<file path="config.mk">
export PLATFORM = sky130hd
export DESIGN_NAME = stk_sram_top
export DESIGN_NICKNAME = d
export VERILOG_FILES = /design/src/rtl/stk_pkg.sv /design/src/rtl/stk_tier_select.sv /design/src/rtl/stk_row_decoder.sv /design/src/rtl/stk_word_store.sv /design/src/rtl/stk_sram_top.sv
export SDC_FILE = /design/constraint.sdc
export NUM_CORES = 1
export LEC_CHECK = 0
export CAP_MARGIN = 20
export CORE_MARGIN = 2
export CORE_UTILIZATION = 64
export CTS_CLUSTER_DIAMETER = 120
export DETAILED_ROUTE_END_ITERATION = 10
export DONT_BUFFER_PORTS = 1
export PLACE_DENSITY = 0.8
export RECOVER_POWER = 25
export REMOVE_ABC_BUFFERS = 1
export SYNTH_ARGS = -nofsm -noshare
export SYNTH_HDL_FRONTEND = slang
export SYNTH_SLANG_ARGS = --single-unit
</file>
<file path="constraint.sdc">
create_clock -name clk -period 2.35 [get_ports clk]
set_input_delay 0.235 -clock clk [delete_from_list [all_inputs] [get_ports clk]]
set_output_delay 0.235 -clock clk [all_outputs]
set_load 0.01 [all_outputs]
</file>
<file path="src/rtl/stk_pkg.sv">
// Shared sizing for the three-tier stacked memory.
// Assumes tiers are numbered from the top (0) downwards.
package stk_pkg;
    localparam int TIERS  = 3;   // stacked tiers
    localparam int ROW_AW = 4;   // row address bits per tier
    localparam int WORD_W = 8;   // bits per word
endpackage

</file>
<file path="src/rtl/stk_tier_select.sv">
// Per-tier select decode: enables one tier's row decoder when the tier
// code matches this tier and the phase is evaluate.
// Assumes TIER_ID fits in TSEL_W bits.
module stk_tier_select #(
    parameter int TSEL_W  = 2,
    parameter int TIER_ID = 0
) (
    input  logic              eval_ph,
    input  logic [TSEL_W-1:0] tsel,
    output logic              tier_en
);
    // Compare the tier code against this tier's fixed identity.
    always_comb tier_en = eval_ph && (tsel == TSEL_W'(TIER_ID));
endmodule

</file>
<file path="src/rtl/stk_row_decoder.sv">
// Gated 4-to-16 style row decoder, one copy per tier.
// Assumes the enable already carries the evaluate phase.
module stk_row_decoder #(
    parameter int ROW_AW = 4,
    localparam int ROWS  = 1 << ROW_AW
) (
    input  logic              en,
    input  logic [ROW_AW-1:0] row,
    output logic [ROWS-1:0]   wl
);
    // One comparator per row output.
    for (genvar i = 0; i < ROWS; i++) begin : g_row
        assign wl[i] = en && (row == ROW_AW'(i));
    end
endmodule

</file>
<file path="src/rtl/stk_word_store.sv">
// Word storage for all tiers plus the shared read path.
// Assumes the wordline vector is one-hot or zero. The read mux ORs the
// words gated by the wordlines, so an empty wordline vector reads zero.
module stk_word_store #(
    parameter int WORDS  = 48,
    parameter int WORD_W = 8
) (
    input  logic              clk,
    input  logic              rst_n,
    input  logic [WORDS-1:0]  wordline,
    input  logic              wr_en,
    input  logic              rd_en,
    input  logic [WORD_W-1:0] wr_data,
    output logic [WORD_W-1:0] rd_data
);
    logic [WORD_W-1:0] mem [WORDS];
    logic [WORD_W-1:0] bitline;

    // One storage word per row; writes follow the active wordline.
    for (genvar i = 0; i < WORDS; i++) begin : g_word
        always_ff @(posedge clk) begin
            if (!rst_n)                    mem[i] <= '0;
            else if (wr_en && wordline[i]) mem[i] <= wr_data;
        end
    end

    // Shared bit-line model: a single AND-OR mux over every row.
    always_comb begin
        bitline = '0;
        for (int i = 0; i < WORDS; i++)
            bitline |= mem[i] & {WORD_W{wordline[i]}};
    end

    // Sense capture: load read data on an evaluate read.
    always_ff @(posedge clk) begin
        if (!rst_n)     rd_data <= '0;
        else if (rd_en) rd_data <= bitline;
    end
endmodule

</file>
<file path="src/rtl/stk_sram_top.sv">
// Three-tier stacked memory with a row decoder cloned on each tier.
// The upper address bits pick a tier, the lower bits a row. Tier codes at
// or above TIERS select nothing and raise a one-cycle error flag.
// Assumes eval_ph is stable around the rising clock edge.
module stk_sram_top #(
    parameter int TIERS  = stk_pkg::TIERS,
    parameter int ROW_AW = stk_pkg::ROW_AW,
    parameter int WORD_W = stk_pkg::WORD_W,
    localparam int ROWS   = 1 << ROW_AW,
    localparam int WORDS  = TIERS * ROWS,
    localparam int TSEL_W = $clog2(TIERS),
    localparam int AW     = TSEL_W + ROW_AW
) (
    input  logic              clk,
    input  logic              rst_n,
    input  logic              eval_ph,
    input  logic [AW-1:0]     addr,
    input  logic              wr_en,
    input  logic [WORD_W-1:0] wr_data,
    output logic [WORDS-1:0]  wordline,
    output logic [WORD_W-1:0] rd_data,
    output logic              addr_err
);
    logic [TSEL_W-1:0] tsel;
    logic [ROW_AW-1:0] row;
    logic [TIERS-1:0]  tier_en;
    logic              bad_access;

    assign tsel = addr[AW-1:ROW_AW];
    assign row  = addr[ROW_AW-1:0];

    // One tier-select decode and one row-decoder clone per tier.
    for (genvar t = 0; t < TIERS; t++) begin : g_tier
        stk_tier_select #(.TSEL_W(TSEL_W), .TIER_ID(t)) u_tsel (
            .eval_ph (eval_ph),
            .tsel    (tsel),
            .tier_en (tier_en[t])
        );
        stk_row_decoder #(.ROW_AW(ROW_AW)) u_rdec (
            .en  (tier_en[t]),
            .row (row),
            .wl  (wordline[t*ROWS +: ROWS])
        );
    end

    stk_word_store #(.WORDS(WORDS), .WORD_W(WORD_W)) u_store (
        .clk      (clk),
        .rst_n    (rst_n),
        .wordline (wordline),
        .wr_en    (wr_en),
        .rd_en    (eval_ph && !wr_en),
        .wr_data  (wr_data),
        .rd_data  (rd_data)
    );

    // Out-of-range detect: an evaluate access whose tier code maps to no tier.
    always_comb bad_access = eval_ph && (32'(tsel) >= TIERS);

    // Error flag: high for the one cycle after a bad access.
    always_ff @(posedge clk) begin
        if (!rst_n) addr_err <= 1'b0;
        else        addr_err <= bad_access;
    end
endmodule

</file>
Yosys cells after proc, flatten, opt, wreduce, memory -nomap -nowiden
Memories as Yosys holds them, arrays and structs flattened. Index checks and enable logic that the tools add are counted.

Order comparisons: 1. Equal/unequal tests: 17. Muxes and demuxes: 193. Bitwise logic cells: 143. Reduce and logical (&&, ||, !) cells: 104.

Operators with widths (number): $and 8x8->8 (48); $mux 8 (48); $or 8x8->8 (47); $mux 1 (145); $logic_and 1x1->1 (101); $or 1x1->1 (48); $eq 4x4->1 const B (8); $eq 4x3->1 const B (4); $eq 4x2->1 const B (2); $eq 4x1->1 const B (1); $logic_not 4->1 (1); $eq 2x1->1 const B (1); $eq 2x2->1 const B (1); $ge 2x2->1 const B (1); $logic_not 2->1 (1); $logic_not 1->1 (1).

Flip-flop bits (word level): 9. Memory bits (writable): 384. Input port bits: 18. Word-level logic and storage cells: 461. Memories kept: 1.

Memories: u_store.mem (words 48, width 8, rd ports 48, clocked after Yosys merged registers in 0, write ports 48, RTL line stk_word_store.sv:16) `logic [WORD_W-1:0] mem [WORDS];`.

Longest topological paths before layout
Depth in word-level cells: 51. Depth in mapped cells: 10. Gate-level depth less buffers: 6.

Cells and area by module
A second synthesis with hierarchy kept.

Cell total of the unflattened synthesis: 1387. Area total of the unflattened synthesis: 17785.8 um2.

Modules (own cells, without submodules): stk_word_store (instances 1, cells an instance 1312, area an instance 17367.9 um2, sequential area each 11691.2 um2); stk_row_decoder (instances 3, cells an instance 23, area an instance 117.6 um2, sequential area each 0.0 um2); stk_sram_top (instances 1, cells an instance 3, area an instance 35.0 um2, sequential area each 20.0 um2); stk_tier_select (g_tier[1].u_tsel ...) (instances 2, cells an instance 1, area an instance 8.8 um2, sequential area each 0.0 um2); stk_tier_select (g_tier[0].u_tsel) (instances 1, cells an instance 1, area an instance 12.5 um2, sequential area each 0.0 um2).

Worst setup path before layout
No wires, ideal clock.

Path kind: input port to flip-flop. From: in addr[5]. To: mem u_store.mem[4][0], in the netlist u_store.mem[0][32], enable pin. Library setup time: 0.329 ns. Arrival time: 1.741 ns. Required time: 2.021 ns. Path slack: 0.280 ns. Cell stages on the path: 8. Cell sequence: buf_2 -> or3b_1 -> buf_2 -> buf_6 -> clkbuf_1 -> nor2_1 -> nand2_1 -> nand2_1.

RTL lines: from (decl) (RTL line stk_sram_top.sv:17) `input logic [AW-1:0] addr,`; to (decl) (RTL line stk_word_store.sv:16).

==> impl_metrics.json <==
{
  "netlist_top_cells_count": "and2_1 (387), edfxtp_1 (384), nand2_1 (139)",
  "die_h_um": 177.6,
  "slew_headroom_pct": 18.59,
  "die-area_um2": 31530,
  "peakVddDrop_uv": 755.1,
  "hpwl_um": 48480,
  "place.gp.congestion": 1.044,
  "start_kind": "flip-flop",
  "clk_path_buf_depth": 3,
  "critPathLaunch": "u_store.mem[2][95]",
  "criticalPathCategory": "reg -> reg",
  "core-area_um2": 29640,
  "ys_top_cells_by_area": "edfxtp_1 (60%), and2_1 (13%), nand2_1 (2.7%)",
  "ant_nets": 0,
  "drcViolationCount": 0,
  "grt_use_total_pct": 46.53,
  "initial_core_util_pct": 65.04,
  "holdWs_ns": -0.009241,
  "clkTransAtPathRegs_ns": 0.07,
  "failed_checks": "hold timing",
  "drtIter0Drc": 2840,
  "async_flop_share_pct": 0,
  "synth_seq_cells": 393,
  "grt_max_degree": 100,
  "p_leak_nw": 7.451,
  "status": "finished with violations",
  "rsz0062_at_grt": "false",
  "cp_max_fo": 1,
  "fmax_mhz": 443.3,
  "ios": 75,
  "grt_pass1_wl_um": 101200,
  "hp-class": "in -> reg",
  "overflow": 0,
  "netlist_instances": 1585,
  "num_vias": 14730,
  "htree_levels": 2,
  "cpPeakStageDelay_ns": 0.47,
  "clkPwrFrac_pct": 39.6,
  "crit_required_ns": 2.76,
  "syn_area_per_cell_um2": 12.16,
  "hold_violations": 2,
  "switching_share_pct": 23.92,
  "crit_chain": "mux2_2, a32o_1, a221oi_1, o21ai_0, nor4_1, a31oi_1",
  "numClockSinks": 393,
  "cts_tree": "built",
  "final_area_um2": 21570,
  "endpoint_kind": "flip-flop",
  "cp.arrival_ns": 2.66,
  "p_switching_mw": 3.721,
  "finalCritPeriodShare_pct": 95.99,
  "grt_pass1_vias": 13830,
  "synth_top_cell_area_share_pct": 59.82,
  "cts_hold_buf": 12,
  "p_comb_share_pct": 7.4,
  "via_per_inst": 7.086,
  "port_buffers": 0,
  "cts-root-buf": "clkbuf_16",
  "placedInstanceArea_um2": 20310,
  "fin_cells": 2079,
  "fin_nets": 1677,
  "worstReg2RegStart": "u_store.mem[2][95]",
  "antenna_found_initial": 6,
  "insertion_delay_ns": 0.55,
  "ys.flop_type": "edfxtp_1",
  "tightest_slew_ns": 1.221,
  "hp-start": "rst_n",
  "postCtsSetupBuffers": 0,
  "synth_enable_flop_cells": 384,
  "drt-total-wl_um": 72220,
  "wl_per_cell_um": 34.74,
  "seq_area_frac_synth_pct": 60.75,
  "synth.most_common_cell": "and2_1",
  "cp_slowest_cell": "nor4_1",
  "finalMaxSlewViolations": 0,
  "pwr_density_cell_nw_per_um2": 721.2,
  "period_minus_slack_ns": 2.256,
  "ys_types": 76,
  "cap_viol_max_count": 0,
  "ctsResizeCount": 0,
  "numCtsBuffers": 40,
  "first_pass_iters": 7,
  "skew_ns": 0.01788,
  "yosys_warnings": 0,
  "fp-row-count": 63,
  "dp.cells": 1994,
  "area_delta_synth_final_pct": 11.89,
  "setup_violations": 0,
  "syn-cell-area_um2": 19280,
  "cell_internal_pwr_mw": 11.83,
  "die_x_um": 177.6,
  "synth_top_area_cell": "edfxtp_1",
  "antenna_cells": 0,
  "seqPwrFrac_pct": 53.0,
  "drive_gt1_share_pct": 14.51
}
## path summary, 6_finish.rpt
check             cells past startpoint  slack, ns                  to
hold / removal                        1     -0.009  u_store.mem[1][97]
hold reg to reg                       2       0.63  u_store.rd_data[3]
setup / recovery                      6       0.09  u_store.rd_data[7]
setup reg to reg                      6       0.09  u_store.rd_data[7]
## power groups by stage
stage               Sequential [mW]  Combinational [mW]  Clock (mW)
floorplan                      8.25               0.500           0
global placement               8.37               0.915           0
detailed placement             8.37               0.928           0
CTS                            8.23                1.11        6.12
global route                   8.25                1.15        6.40
finish                         8.24                1.15        6.17
## cells in the final DEF, fill, tap and decap left out, types with 6 or more instances in the layout
master / netlist / final
mux2_2: 18 / 18
nor2_1: 67 / 67
edfxtp_1: 384 / 384
nor2b_1: 18 / 19
o22ai_1: 9 / 9
a32o_1: 12 / 12
o21ai_0: 24 / 24
and2_0: 2 / 125
and2_1: 387 / 264
nand2_1: 139 / 142
a22oi_1: 55 / 55
nor3_1: 45 / 57
a32oi_1: 20 / 20
clkbuf_1: 70 / 27
dfxtp_1: 9 / 9
nand3_1: 19 / 19
mux2i_1: 28 / 28
buf_16: 0 / 8
a31oi_1: 17 / 17
o221ai_1: 6 / 6
clkinv_1: 0 / 9
buf_4: 12 / 127
buf_12: 0 / 6
clkbuf_16: 0 / 41
a222oi_1: 13 / 13
a21oi_1: 25 / 25
a22o_1: 28 / 28
## critical path: cells and delay by family (launching register included)
kind	cells	cell delay [ns]
simple gates	1	0.47
mux	1	0.32
compound gates	4	0.95
flops	1	0.37
## state kept, by name, indices dropped and copies added, names as in the netlist
register         count
u_store.rd_data      8
u_store.mem        384
addr_err             1
## stage by stage
stage	utilization, %	setup WS (ns)	total power [mW]	setup TNS (ns)	hold WS [ns]
final	72.78	0.09431	15.56	0	-0.009241
after global routing	72.78	0.1267	15.81	0	-0.003369
after CTS	73.59	0.2630	15.46	0	0.03447
after detailed placement	68.52	0.1424	9.297	0	0.3957
after global placement	68.52	0.1223	9.282	0	0.3951
after floorplan	-	-0.5147	8.751	-21.99	0.3733
## cell type report
class | instances | area [um2]
sequential | 393 | 11710
tap | 390 | 488.0
clock buffer | 48 | 1052
clock inverter | 24 | 187.7
fill | 2061 | 8069
timing repair buffer | 166 | 1414
inverter | 1 | 3.754
multi-input combinational | 1057 | 6713
## routing by layer
| layer | track usage (%) | vias up | wire length, um |
|---|---|---|---|
| li1 | - | 5984 | - |
| met1 | 63.31 | 7001 | 24950 |
| met2 | 67.72 | 1436 | 30880 |
| met3 | 12.81 | 307 | 11130 |
| met4 | 26.50 | 4 | 5237 |
| met5 | 0 | - | 20 |
## logic make-up (layout without fill, tap and decap cells)
logic type / Yosys count / after routing / synth area share [%]
AND/OR/NAND/NOR: 759 / 759 / 23.11
flip-flops: 393 / 393 / 60.75
multiplexers: 46 / 46 / 2.505
buffers and inverters: 135 / 239 / 3.622
AO/OA/AOI/OAI: 252 / 252 / 10.01
Note: power is estimated with default switching activity, not from simulation.
